[src/rtl/dcc_pkg.sv]
package dcc_pkg;

    localparam int REG_W   = 8;
    localparam int SEL_W   = $clog2(REG_W);

    localparam int F_EN    = 0;
    localparam int F_TRIG  = 1;
    localparam int F_FCLR  = 2;
    localparam int F_ACT   = 3;
    localparam int F_PEND  = 4;
    localparam int F_MODE  = 5;

    typedef enum logic [1:0] {
        ST_OFF   = 2'd0,
        ST_IDLE  = 2'd1,
        ST_ARMED = 2'd2,
        ST_BUSY  = 2'd3
    } dcc_state_e;

endpackage

[src/rtl/dcc_access.sv]
module dcc_access #(
    parameter int W  = 8,
    parameter int SW = $clog2(W)
) (
    input  logic          bus_wr,
    input  logic          bus_bit,
    input  logic [SW-1:0] bus_sel,
    input  logic [W-1:0]  bus_wdata,
    output logic [W-1:0]  wmask,
    output logic [W-1:0]  wval
);

    // Per-bit write strobe and value: a byte access hits every bit,
    // a bit access hits only the selected one and takes bus_wdata[0].
    for (genvar i = 0; i < W; i++) begin : g_bit
        always_comb begin
            if (bus_bit) begin
                wmask[i] = bus_wr && (bus_sel == SW'(i));
                wval[i]  = bus_wdata[0];
            end else begin
                wmask[i] = bus_wr;
                wval[i]  = bus_wdata[i];
            end
        end
    end

endmodule

[src/rtl/dcc_regs.sv]
module dcc_regs
    import dcc_pkg::*;
#(
    parameter int W = 8
) (
    input  logic         clk,
    input  logic         rst_n,
    input  logic         pwr_on,
    input  logic [W-1:0] wmask,
    input  logic [W-1:0] wval,
    output logic         en_q,
    output logic         fclr_q,
    output logic         mode_q,
    output logic         trig_set,
    output logic         fclr_clr
);

    // Strobes derived from this cycle's write, gated by power.
    always_comb begin
        trig_set = pwr_on && wmask[F_TRIG] &&  wval[F_TRIG];
        fclr_clr = pwr_on && wmask[F_FCLR] && !wval[F_FCLR];
    end

    always_ff @(posedge clk or negedge rst_n) begin
        if (!rst_n) begin
            en_q   <= 1'b0;
            fclr_q <= 1'b0;
        end else if (!pwr_on) begin
            en_q   <= 1'b0;
            fclr_q <= 1'b0;
        end else begin
            if (wmask[F_EN])   en_q   <= wval[F_EN];
            if (wmask[F_FCLR]) fclr_q <= wval[F_FCLR];
        end
    end

    // Mode select: writable only while powered down, untouched by power.
    always_ff @(posedge clk or negedge rst_n) begin
        if (!rst_n) begin
            mode_q <= 1'b0;
        end else if (!pwr_on && wmask[F_MODE]) begin
            mode_q <= wval[F_MODE];
        end
    end

    AST_MODE_LOCKED: assert property (@(posedge clk) disable iff (!rst_n)
        pwr_on |=> $stable(mode_q));
    AST_OFF_CTRL_ZERO: assert property (@(posedge clk) disable iff (!rst_n)
        !pwr_on |=> (!en_q && !fclr_q));

endmodule

[src/rtl/dcc_pend.sv]
module dcc_pend (
    input  logic clk,
    input  logic rst_n,
    input  logic pwr_on,
    input  logic hw_req,
    input  logic trig_set,
    input  logic fclr_clr,
    input  logic start_clr,
    output logic pend_q
);

    logic req_d;
    logic set_evt;
    logic clr_evt;

    always_ff @(posedge clk or negedge rst_n) begin
        if (!rst_n) req_d <= 1'b0;
        else        req_d <= hw_req;
    end

    always_comb begin
        set_evt = (hw_req && !req_d) || trig_set;
        clr_evt = start_clr || fclr_clr;
    end

    // Set has priority over clear.
    always_ff @(posedge clk or negedge rst_n) begin
        if (!rst_n) begin
            pend_q <= 1'b0;
        end else if (!pwr_on) begin
            pend_q <= 1'b0;
        end else if (set_evt) begin
            pend_q <= 1'b1;
        end else if (clr_evt) begin
            pend_q <= 1'b0;
        end
    end

    AST_SET_WINS: assert property (@(posedge clk) disable iff (!rst_n)
        (pwr_on && set_evt) |=> pend_q);
    AST_CLEAR_TAKES: assert property (@(posedge clk) disable iff (!rst_n)
        (pwr_on && clr_evt && !set_evt) |=> !pend_q);
    AST_OFF_PEND_ZERO: assert property (@(posedge clk) disable iff (!rst_n)
        !pwr_on |=> !pend_q);

endmodule

[src/rtl/dcc_seq.sv]
module dcc_seq
    import dcc_pkg::*;
(
    input  logic clk,
    input  logic rst_n,
    input  logic pwr_on,
    input  logic en_q,
    input  logic pend_q,
    input  logic eng_start_ack,
    input  logic eng_done,
    output logic start_req,
    output logic start_clr,
    output logic active,
    output logic irq_pulse
);

    dcc_state_e state_q;
    dcc_state_e state_d;
    logic       done_hit;

    // State register.
    always_ff @(posedge clk or negedge rst_n) begin
        if (!rst_n) state_q <= ST_OFF;
        else        state_q <= state_d;
    end

    // Next state.
    always_comb begin
        state_d = state_q;
        unique case (state_q)
            ST_OFF:   if (pwr_on) state_d = ST_IDLE;
            ST_IDLE: begin
                if (!pwr_on)              state_d = ST_OFF;
                else if (en_q && pend_q)  state_d = ST_ARMED;
            end
            ST_ARMED: begin
                if (!pwr_on)                state_d = ST_OFF;
                else if (start_clr)         state_d = ST_BUSY;
                else if (!(en_q && pend_q)) state_d = ST_IDLE;
            end
            ST_BUSY: begin
                if (!pwr_on)       state_d = ST_OFF;
                else if (eng_done) state_d = ST_IDLE;
            end
            default:               state_d = ST_OFF;
        endcase
    end

    // Outputs.
    always_comb begin
        start_req = 1'b0;
        active    = 1'b0;
        done_hit  = 1'b0;
        unique case (state_q)
            ST_OFF:   ;
            ST_IDLE:  ;
            ST_ARMED: start_req = pwr_on && en_q && pend_q;
            ST_BUSY: begin
                active   = 1'b1;
                done_hit = pwr_on && eng_done && en_q;
            end
            default:  ;
        endcase
        start_clr = start_req && eng_start_ack;
    end

    always_ff @(posedge clk or negedge rst_n) begin
        if (!rst_n) irq_pulse <= 1'b0;
        else        irq_pulse <= done_hit;
    end

    AST_PULSE_SINGLE: assert property (@(posedge clk) disable iff (!rst_n)
        irq_pulse |=> !irq_pulse);
    AST_ACTIVE_ENDS: assert property (@(posedge clk) disable iff (!rst_n)
        (active && eng_done) |=> !active);
    AST_START_TO_ACTIVE: assert property (@(posedge clk) disable iff (!rst_n)
        (start_clr && pwr_on) |=> active);
    AST_OFF_STATE: assert property (@(posedge clk) disable iff (!rst_n)
        !pwr_on |=> (!active && !start_req));

endmodule

[src/rtl/dma_chan_ctl.sv]
module dma_chan_ctl
    import dcc_pkg::*;
(
    input  logic             clk,
    input  logic             rst_n,
    input  logic             pwr_on,
    input  logic             bus_wr,
    input  logic             bus_bit,
    input  logic [SEL_W-1:0] bus_sel,
    input  logic [REG_W-1:0] bus_wdata,
    output logic [REG_W-1:0] bus_rdata,
    input  logic             hw_req,
    output logic             start_req,
    input  logic             eng_start_ack,
    input  logic             eng_done,
    output logic             irq
);

    logic [REG_W-1:0] wmask;
    logic [REG_W-1:0] wval;
    logic en_q, fclr_q, mode_q, trig_set, fclr_clr;
    logic pend_q, start_clr, active, irq_pulse;

    dcc_access #(.W(REG_W), .SW(SEL_W)) u_access (
        .bus_wr    (bus_wr),
        .bus_bit   (bus_bit),
        .bus_sel   (bus_sel),
        .bus_wdata (bus_wdata),
        .wmask     (wmask),
        .wval      (wval)
    );

    dcc_regs #(.W(REG_W)) u_regs (
        .clk      (clk),
        .rst_n    (rst_n),
        .pwr_on   (pwr_on),
        .wmask    (wmask),
        .wval     (wval),
        .en_q     (en_q),
        .fclr_q   (fclr_q),
        .mode_q   (mode_q),
        .trig_set (trig_set),
        .fclr_clr (fclr_clr)
    );

    dcc_pend u_pend (
        .clk       (clk),
        .rst_n     (rst_n),
        .pwr_on    (pwr_on),
        .hw_req    (hw_req),
        .trig_set  (trig_set),
        .fclr_clr  (fclr_clr),
        .start_clr (start_clr),
        .pend_q    (pend_q)
    );

    dcc_seq u_seq (
        .clk           (clk),
        .rst_n         (rst_n),
        .pwr_on        (pwr_on),
        .en_q          (en_q),
        .pend_q        (pend_q),
        .eng_start_ack (eng_start_ack),
        .eng_done      (eng_done),
        .start_req     (start_req),
        .start_clr     (start_clr),
        .active        (active),
        .irq_pulse     (irq_pulse)
    );

    // Read view; trigger and the top two bits always read 0.
    always_comb begin
        bus_rdata         = '0;
        bus_rdata[F_EN]   = en_q;
        bus_rdata[F_FCLR] = fclr_q;
        bus_rdata[F_ACT]  = active;
        bus_rdata[F_PEND] = pend_q;
        bus_rdata[F_MODE] = mode_q;
    end

    assign irq = mode_q ? irq_pulse : hw_req;

    AST_START_NEEDS_PEND: assert property (@(posedge clk) disable iff (!rst_n)
        start_req |-> (bus_rdata[F_EN] && bus_rdata[F_PEND]));
    AST_MODE1_QUIET: assert property (@(posedge clk) disable iff (!rst_n)
        (mode_q && !active) |=> !irq || $past(active));

endmodule

[config.mk]
export PLATFORM = sky130hd
export DESIGN_NAME = dma_chan_ctl
export DESIGN_NICKNAME = d
export VERILOG_FILES = /design/src/rtl/dcc_pkg.sv /design/src/rtl/dcc_access.sv /design/src/rtl/dcc_regs.sv /design/src/rtl/dcc_pend.sv /design/src/rtl/dcc_seq.sv /design/src/rtl/dma_chan_ctl.sv
export SDC_FILE = /design/constraint.sdc
export NUM_CORES = 1
export LEC_CHECK = 0
export BUFFER_PORTS_ARGS = -buffer_cell sky130_fd_sc_hd__clkbuf_2
export CORE_ASPECT_RATIO = 1.1
export CORE_UTILIZATION = 44
export CTS_CLUSTER_DIAMETER = 50
export DETAILED_ROUTE_END_ITERATION = 10
export PLACE_DENSITY = 0.76
export SYNTH_ARGS = -nofsm -noshare
export SYNTH_HDL_FRONTEND = slang
export SYNTH_HIERARCHICAL = 1
export SYNTH_SLANG_ARGS = --single-unit
[constraint.sdc]
create_clock -name clk -period 1.4 [get_ports clk]
set_input_delay 0.07 -clock clk [delete_from_list [all_inputs] [get_ports clk]]
set_output_delay 0.07 -clock clk [all_outputs]
set_load 0.02 [all_outputs]
==> metrics <==
status=complete, no violations; Worst Path Arrival=about 1.4 ns; Worst Hold Path Cells=3; Worst IR Drop VDD=0.4894 mV; Max Cap Viol=0; CP peak stage delay=roughly 0.4 ns; R2R Path Start=u_seq/state_q[1]; Post-route DRC=0; Power Dens Cells=around 840 nW/µm²; IO buf count=21; Skew-Pair Late Insertion Delay=about 0.25 ns; Fin Clk Skew=roughly 0.0055 ns; dpl hpwl=approximately 860 µm; 1st-iter DRT viols=8; leakage power=about 0.37 nW; RSZ-0062 raised after global routing=false; R2R depth=5; post-route ant nets=0; root buffer cell=clkbuf_4; CTS buffer count=3; pins over their slew limit=0; Post-Syn Area=566.8 µm²; crit path max fanout=4; final critical-path required period=between 1 and 1.5 ns; nets=106; CTS Buffer Depth=2; vias in the first global route=367; layout cells sized above 1=approximately two fifths; Data required, critical path=about 1.5 ns; syn_area_per_cell=between 8 and 9 µm²; TritonRoute pass-1 iters=4; dpl cell area=roughly 650 µm²; per-cell routed wire length=about 10 µm; Remaining Overflow, GRT=0; Via-to-Cell Ratio=roughly 4.8; Hold Crit Class=in -> reg; Num Clock Sinks=8; Final TNS setup=0 ns; worst hold endpoint=u_seq/irq_pulse; crit path cell chain=nand3_2 > nor3b_4 > and2_1 > nor3b_1 > o31a_1; FP Rows=13; Worst R2R Setup Slack=~0.11 ns; design area=701.9 µm²; startpoint types=flop; Clk pin slew, worst setup/hold paths=about 0.06 ns; hold_sp=eng_done; Tcrit/Tclk final=~92%; Hold Violations, Final=0; Max Fclk=776.1 MHz; Ports=29; Crit-path slowest cell=dfrtp_1; final core utilization=59.11%; area delta synth->final=23.84%; Cells after Synth=63; reg-to-reg endpoint=u_pend/pend_q; overall routing resource usage=between 10% and 20%; drt total wl=approximately 1000 µm; CTS H-Tree Depth=1; die height=39.64 µm; Placer Congestion=~0.8; Critical Path Sink Type=flop; Synth warnings=6; largest net degree at the start of global routing=9; Die W=~36 µm; endpoints failing setup=0; via count=between 400 and 500; CTS tree=done; Die ar.=1436 µm²; cts repair resizes=0; CORE AREA=~1200 µm²; antenna violations before repair=0; Antenna Cells=0; Initial Util=between 40% and 50%; first-pass GRT wire length=~1500 µm; Crit Path Class=reg -> reg
==> worst max-delay path by stage <==
stage                     start       endpoint
2_1_floorplan       u_regs/en_q  u_pend/pend_q
3_3_place_gp   u_seq/state_q[1]  u_pend/pend_q
3_5_place_dp   u_seq/state_q[1]  u_pend/pend_q
4_1_cts        u_seq/state_q[1]  u_pend/pend_q
5_1_grt        u_seq/state_q[1]  u_pend/pend_q
6_report       u_seq/state_q[1]  u_pend/pend_q
==> final cells by class <==
class                      instances  area, µm²
fill                             108      485.5
clock buffer                       3      22.52
inverter                           4      15.01
multi-input combinational         44      297.8
timing repair buffer              26      147.6
sequential                         8      200.2
tap                               15      18.77
==> cell usage in the layout (no fill, tap or decap) <==
cell type / count
buf_4: 3
mux2_4: 2
o31a_1: 1
o21ai_0: 6
a21oi_1: 1
nor2_1: 3
dfrtp_1: 8
and2_1: 1
inv_1: 4
nand3_2: 1
nor3b_4: 1
and2_2: 1
nand2b_2: 1
clkbuf_2: 21
dlygate4sd3_1: 2
mux2i_1: 2
o21bai_1: 1
and3_1: 1
nor3b_1: 2
o31ai_1: 2
nor2b_1: 4
o21a_1: 1
clkbuf_4: 3
nand2b_1: 4
nand2_1: 5
o211a_1: 1
conb_1: 3
==> worst max-delay path, delay by kind of cell (launching register included) <==
| kind | cells | cell delay (ns) |
|---|---|---|
| DFF | 1 | 0.39 |
| AOI/OAI and AO/OA | 1 | 0.27 |
| and+or+nand+nor | 4 | 0.51 |
==> routing by layer <==
metal	up-vias	wire [µm]	global-route usage (%)
li1	247	-	-
met5	-	0	0
met4	0	0	2.885
met1	215	468	17.65
met3	0	46	6.818
met2	14	526	27.68
==> repair_timing <==
item	4_1_cts	5_1_grt
endpoints found under the hold margin	9	0
hold buffers	2	0
setup buffers	0	1
setup endpoints to repair	0	1
==> metrics by stage <==
step | power, mW | hold WS (ns) | std cells | setup slack [ns]
finish | 0.5902 | 0.04793 | 100 | 0.1115
detailed placement | 0.4192 | -0.07288 | 94 | 0.09915
CTS | 0.5973 | 0.02292 | 99 | 0.08707
global route | 0.6270 | 0.06333 | 100 | 0.03311
global placement | 0.4158 | -0.07800 | 94 | 0.1257
floorplan | 0.3829 | -0.2256 | 65 | 0.01673
==> sequential cells by signal, indices dropped and copies added (netlist names) <==
register / cells
u_seq/state_q: 2
u_regs/fclr_q: 1
u_pend/req_d: 1
u_seq/irq_pulse: 1
u_regs/mode_q: 1
u_pend/pend_q: 1
u_regs/en_q: 1
==> power by group <==
group	switching (mW)	internal, mW
registers	0.0169	0.248
clock network	0.0719	0.0977
logic	0.0790	0.0765
No activity file was read; power rests on OpenSTA's default activity.
